===== config.mk =====
export PLATFORM = sky130hd
export DESIGN_NAME = cfg_boot_seq
export DESIGN_NICKNAME = d
export VERILOG_FILES = /design/src/rtl/cfg_boot_pkg.sv /design/src/rtl/cfg_order_decode.sv /design/src/rtl/cfg_key_window.sv /design/src/rtl/cfg_boot_seq.sv
export SDC_FILE = /design/constraint.sdc
export NUM_CORES = 1
export LEC_CHECK = 0
export ABC_AREA = 1
export BUFFER_PORTS_ARGS = -buffer_cell sky130_fd_sc_hd__buf_2
export CORE_ASPECT_RATIO = 0.8
export CORE_MARGIN = 5
export CORE_UTILIZATION = 45
export CTS_CLUSTER_SIZE = 20
export DETAILED_ROUTE_END_ITERATION = 16
export MAX_ROUTING_LAYER = met4
export REMOVE_ABC_BUFFERS = 1
export SYNTH_ARGS = -nofsm -noshare
export SYNTH_HDL_FRONTEND = slang
export SYNTH_SLANG_ARGS = --single-unit

===== constraint.sdc =====
create_clock -name clk -period 4 [get_ports clk]
set_clock_uncertainty 0.2 [all_clocks]
set_input_delay 0.6 -clock clk [delete_from_list [all_inputs] [get_ports clk]]
set_output_delay 0.6 -clock clk [all_outputs]
set_load 0.01 [all_outputs]

===== src/rtl/cfg_boot_pkg.sv =====
package cfg_boot_pkg;

    typedef enum logic [2:0] {
        ORD_INT_EXT = 3'd0,
        ORD_INT     = 3'd1,
        ORD_EXT     = 3'd2,
        ORD_EXT_INT = 3'd3,
        ORD_EXT_EXT = 3'd4
    } boot_order_e;

    typedef enum logic {
        SRC_INT = 1'b0,
        SRC_EXT = 1'b1
    } src_e;

    typedef enum logic [2:0] {
        ST_WAIT,
        ST_REQ,
        ST_RSP,
        ST_DONE,
        ST_STUCK
    } seq_state_e;

    typedef struct packed {
        seq_state_e st;
        logic [2:0] order;
        logic       idx;
    } seq_reg_t;

    typedef struct packed {
        logic       slave;
        logic [31:0] cnt;
    } key_reg_t;

endpackage


===== src/rtl/cfg_order_decode.sv =====
module cfg_order_decode
    import cfg_boot_pkg::*;
(
    input  logic [2:0] code,
    output logic       src0,
    output logic       src1,
    output logic       two_src,
    output logic       uses_ext
);
    always_comb begin
        src0    = SRC_INT;
        src1    = SRC_INT;
        two_src = 1'b0;
        case (code)
            ORD_INT_EXT: begin src0 = SRC_INT; src1 = SRC_EXT; two_src = 1'b1; end
            ORD_EXT:     begin src0 = SRC_EXT; end
            ORD_EXT_INT: begin src0 = SRC_EXT; src1 = SRC_INT; two_src = 1'b1; end
            ORD_EXT_EXT: begin src0 = SRC_EXT; src1 = SRC_EXT; two_src = 1'b1; end
            default:     begin src0 = SRC_INT; end
        endcase
        uses_ext = (src0 == SRC_EXT) | (two_src & (src1 == SRC_EXT));
    end
endmodule


===== src/rtl/cfg_key_window.sv =====
module cfg_key_window
    import cfg_boot_pkg::*;
#(
    parameter int CLK_KHZ = 100000
) (
    input  logic clk,
    input  logic rst_n,
    input  logic creset_n,
    input  logic key_match,
    input  logic armed,
    output logic slave_mode
);
    localparam int WIN = (CLK_KHZ * 95) / 10;
    localparam int CW  = $clog2(WIN + 1);

    logic [CW-1:0] cnt_d, cnt_q;
    logic          slave_d, slave_q;
    logic          in_win;

    always_comb begin
        cnt_d   = cnt_q;
        slave_d = slave_q;
        in_win  = (cnt_q < CW'(WIN));
        if (in_win) cnt_d = cnt_q + CW'(1);
        if (armed && key_match && !creset_n && in_win) slave_d = 1'b1;
    end

    always_ff @(posedge clk or negedge rst_n) begin
        if (!rst_n) begin
            cnt_q   <= '0;
            slave_q <= 1'b0;
        end else begin
            cnt_q   <= cnt_d;
            slave_q <= slave_d;
        end
    end

    assign slave_mode = slave_q;

    // slave entry only from a key seen with the reset pin low
    p_key_needs_low_r8: assert property (@(posedge clk) disable iff (!rst_n)
        $rose(slave_mode) |-> $past(key_match && !creset_n));
    // slave mode is sticky
    p_slave_sticky_r8: assert property (@(posedge clk) disable iff (!rst_n)
        slave_mode |=> slave_mode);
    // no entry once the window has closed
    p_window_closed_r9: assert property (@(posedge clk) disable iff (!rst_n)
        (!in_win && !slave_mode) |=> !slave_mode);
endmodule


===== src/rtl/cfg_boot_seq.sv =====
module cfg_boot_seq
    import cfg_boot_pkg::*;
#(
    parameter int CLK_KHZ = 100000
) (
    input  logic       clk,
    input  logic       rst_n,
    input  logic       creset_n,
    input  logic [2:0] boot_order,
    input  logic       mspi_persist,
    input  logic       key_match,
    input  logic       fetch_ok,
    input  logic       fetch_fail,
    output logic       fetch_req,
    output logic       fetch_src,
    output logic       mspi_en,
    output logic       cfg_done,
    output logic       in_config,
    output logic       slave_mode
);
    seq_reg_t q, d;
    logic src0, src1, two_src, uses_ext;
    logic unused_persist;

    assign unused_persist = mspi_persist;

    cfg_order_decode u_dec (
        .code     (q.order),
        .src0     (src0),
        .src1     (src1),
        .two_src  (two_src),
        .uses_ext (uses_ext)
    );

    cfg_key_window #(.CLK_KHZ(CLK_KHZ)) u_key (
        .clk        (clk),
        .rst_n      (rst_n),
        .creset_n   (creset_n),
        .key_match  (key_match),
        .armed      (q.st == ST_WAIT),
        .slave_mode (slave_mode)
    );

    always_comb begin
        d = q;
        case (q.st)
            ST_WAIT: begin
                if (creset_n && !slave_mode) begin
                    d.st    = ST_REQ;
                    d.order = boot_order;
                    d.idx   = 1'b0;
                end
            end
            ST_REQ: d.st = ST_RSP;
            ST_RSP: begin
                if (fetch_ok) begin
                    d.st = ST_DONE;
                end else if (fetch_fail) begin
                    if (!q.idx && two_src) begin
                        d.idx = 1'b1;
                        d.st  = ST_REQ;
                    end else begin
                        d.st = ST_STUCK;
                    end
                end
            end
            default: ;
        endcase
    end

    always_ff @(posedge clk or negedge rst_n) begin
        if (!rst_n) begin
            q.st    <= ST_WAIT;
            q.order <= ORD_INT_EXT;
            q.idx   <= 1'b0;
        end else begin
            q <= d;
        end
    end

    assign fetch_req = (q.st == ST_REQ);
    assign fetch_src = q.idx ? src1 : src0;
    assign mspi_en   = uses_ext &&
                       (q.st == ST_REQ || q.st == ST_RSP || q.st == ST_STUCK);
    assign cfg_done  = (q.st == ST_DONE);
    assign in_config = !cfg_done;

    // requests are single-cycle
    p_req_one_cycle_r5: assert property (@(posedge clk) disable iff (!rst_n)
        fetch_req |=> !fetch_req);
    // done only follows a passing response
    p_done_after_ok_r6: assert property (@(posedge clk) disable iff (!rst_n)
        $rose(cfg_done) |-> $past(fetch_ok));
    // done holds until reset
    p_done_sticky_r6: assert property (@(posedge clk) disable iff (!rst_n)
        cfg_done |=> cfg_done);
    // with the SPI link off, only internal requests
    p_int_without_spi_r4: assert property (@(posedge clk) disable iff (!rst_n)
        (fetch_req && !mspi_en) |-> (fetch_src == SRC_INT));
    // once stuck, no further requests
    p_stuck_quiet_r7: assert property (@(posedge clk) disable iff (!rst_n)
        (q.st == ST_STUCK) |=> !fetch_req);
    // no fetch in slave mode
    p_no_fetch_slave_r8: assert property (@(posedge clk) disable iff (!rst_n)
        slave_mode |-> !fetch_req);
endmodule


==> impl_metrics.json <==
{
  "status": "finished, final reports clean",
  "drt-met1-wl_mm": 2.11,
  "netlist_top_cells_count": "nand2_1 (111), dfrtp_1 (28), nor2_1 (28), inv_1 (26), nand3_1 (16)",
  "timing_worst_setup_path_type": "register to output port",
  "crit_required_ns": 3.20,
  "drt-pass1-iter-count": 5,
  "start_util_pct": 46.6,
  "ys_types": 24,
  "cpMostUsedCell": "nand2_1",
  "seq_area_frac_synth_pct": 39.8,
  "synth-seq-cells": 28,
  "synth_adder_area_share_pct": 0.711,
  "ir_drop_uv": 154,
  "fp.dieH_microns": 65.9,
  "ant_nets": 0,
  "root_buffer": "clkbuf_8",
  "route.met3.wl_microns": 154,
  "track_usage_pct": 16.5,
  "worstPathArrival_ns": 1.37,
  "r2r_start": "u_key.cnt_q[4]$_DFFE_PN0N_",
  "final_layout_size_suffix_gt1_share_pct": 9.42,
  "netlist_instances": 261,
  "final_util_pct": 51.0,
  "cts_tree": "yes",
  "critPathSlowestCell": "dfrtp_1",
  "crit_path_end_kind": "output port",
  "tightestPinTransition_ns": 0.640,
  "ff2ff_setup_slack_ns": 1.98,
  "synth_area_leaders": "dfrtp_1 (40%), nand2_1 (24%), nor2_1 (6.0%)",
  "synth_top_area_share_pct": 39.8,
  "path_buf_inv": 2,
  "wirelength_mm": 3.77,
  "synthSimpleGateAreaFrac_pct": 42.3,
  "min_period_ns": 2.17,
  "synth_area_leader_cell": "dfrtp_1",
  "insertedDiodeCount": 0,
  "fmax_mhz": 461,
  "via_per_inst": 4.77,
  "drv_slew": 0,
  "pin_count": 16,
  "crit_path_max_incr_delay_ns": 0.43,
  "area_growth_pct": 9.46,
  "top_layer_used": "met4",
  "ys_warn_count": 0,
  "gp_congestion": 0.898,
  "final_area_sq_um": 1930,
  "die_x_microns": 79.9,
  "place_worst_setup_slack_ns": 1.99,
  "worstPathCellList": "nor2_1 -> nand2_1 -> nand2_1 -> o21ai_0 -> inv_1 -> buf_2",
  "grt_overflow": 0,
  "rows": 20,
  "portBuffers": 14,
  "vias": 1578,
  "reg2reg_to": "u_key.cnt_q[19]$_DFFE_PN0N_",
  "syn_area_per_cell_sq_um": 6.74,
  "crit_family": "flip-flops",
  "worstSkewPairLatency_ns": 0.27,
  "synthArstFlopShare_pct": 100,
  "muxShareOfSynthArea_pct": 0,
  "synth_top_family_by_area": "simple AND/OR/NAND/NOR gates",
  "p_total_mw": 0.447,
  "min_path_type": "primary input to asynchronous set/reset pin",
  "hold_slack_ns": 0.137,
  "drt_iter0_drc": 84,
  "relSlewSlack_pct": 57.3,
  "syn_area_sq_um": 1760,
  "path_clk_slew_ns": 0.09,
  "synth_xor_area_share_pct": 3.49,
  "finalHoldViolCount": 0,
  "final_nets": 289,
  "dieArea_sq_um": 5270,
  "grt_pass1_vias": 1406,
  "clock_path_buffers": 2,
  "wire_per_inst_microns": 11.4,
  "p_leak_nw": 0.952,
  "final_cells": 331,
  "fin_crit_sh_pct": 54.2,
  "place_area_sq_um": 1880,
  "grt_pass1_wl_mm": 6.59,
  "reg2reg_depth": 7,
  "fin_setup_tns_ns": 0,
  "route.detailed.drc": 0,
  "maxCapViolations": 0,
  "dp.cells": 328,
  "synth-edff-count": 0,
  "ctsHtreeMaxLevel": 1,
  "dp_hpwl_mm": 2.91,
  "final.setup.worst_slack_ns": 1.83,
  "powerDensity_nw_per_um2": 232,
  "cts_resized": 0,
  "numCtsBuffers": 3,
  "cts_setup_buffers": 0,
  "antenna_found_initial": 0,
  "core_sq_um": 3780,
  "grt_start_max_net_pins": 29,
  "cts_sinks": 28,
  "rsz0062_at_grt": "false",
  "met2_length_mm": 1.50,
  "critPathMaxFanout": 5,
  "holdBufCountCts": 0,
  "synth_compound_area_share_pct": 6.90,
  "start_kind": "register",
  "synth_top_flop_cell": "dfrtp_1",
  "setup_viol": 0,
  "yosysMostFrequentCell": "nand2_1"
}
-- cells in the final DEF (no fill, tap or decap), types with 4 or more instances in the layout --
cell type  Yosys  routed
nand3_1       16      16
xnor2_1        4       4
buf_2          2      14
o21ai_0       13      13
nand4_1        8       8
a21oi_1        4       4
inv_1         26      26
nor2_1        28      28
nor2_2         4       4
nand2_1      111     111
dfrtp_1       28      28
-- kinds of logic (layout without fill, tap and decap cells) --
logic type / after synthesis / after routing
buffers and inverters: 29 / 44
XOR/XNOR: 7 / 7
adder cells (fa/ha/maj): 1 / 1
flip-flops: 28 / 28
AND/OR/NAND/NOR: 175 / 175
AO/OA/AOI/OAI: 21 / 21
-- sequential cells by signal, summed over array words and instances (netlist names) --
signal            flops
u_key.slave_mode      1
u_key.cnt_q          20
q                     7
-- report_power, final --
part           switching [mW]  total, mW  internal, mW
Sequential                  0      0.283         0.283
Combinational         0.00718     0.0102       0.00302
Clock                  0.0866      0.154        0.0677
-- final cells by class --
cell class / count / area (sq um)
clock buffer: 3 / 41.3
fill: 385 / 1850
inverter: 26 / 97.6
multi-input combinational: 204 / 940
sequential: 28 / 701
tap: 55 / 68.8
timing repair buffer: 15 / 77.6
-- how the worst max path moves through the flow --
stage,end,cells past startpoint,start
5_1_grt,mspi_en,6,q[4]$_DFFE_PN0P_
6_report,mspi_en,6,q[4]$_DFFE_PN0P_
4_1_cts,mspi_en,6,q[4]$_DFFE_PN0P_
2_1_floorplan,u_key.cnt_q[17]$_DFFE_PN0N_,6,u_key.cnt_q[17]$_DFFE_PN0N_
3_3_place_gp,u_key.cnt_q[17]$_DFFE_PN0N_,7,u_key.cnt_q[4]$_DFFE_PN0N_
3_5_place_dp,u_key.cnt_q[19]$_DFFE_PN0N_,7,u_key.cnt_q[4]$_DFFE_PN0N_
-- routing by layer --
| metal | global-route usage [%] | vias to the layer above |
|---|---|---|
| met2 | 22.1 | 22 |
| met1 | 25.5 | 704 |
| met4 | 2.53 | 0 |
| met3 | 3.41 | 2 |
| li1 | - | 850 |
| met5 | - | - |
No activity file was read; power rests on OpenSTA's default activity.
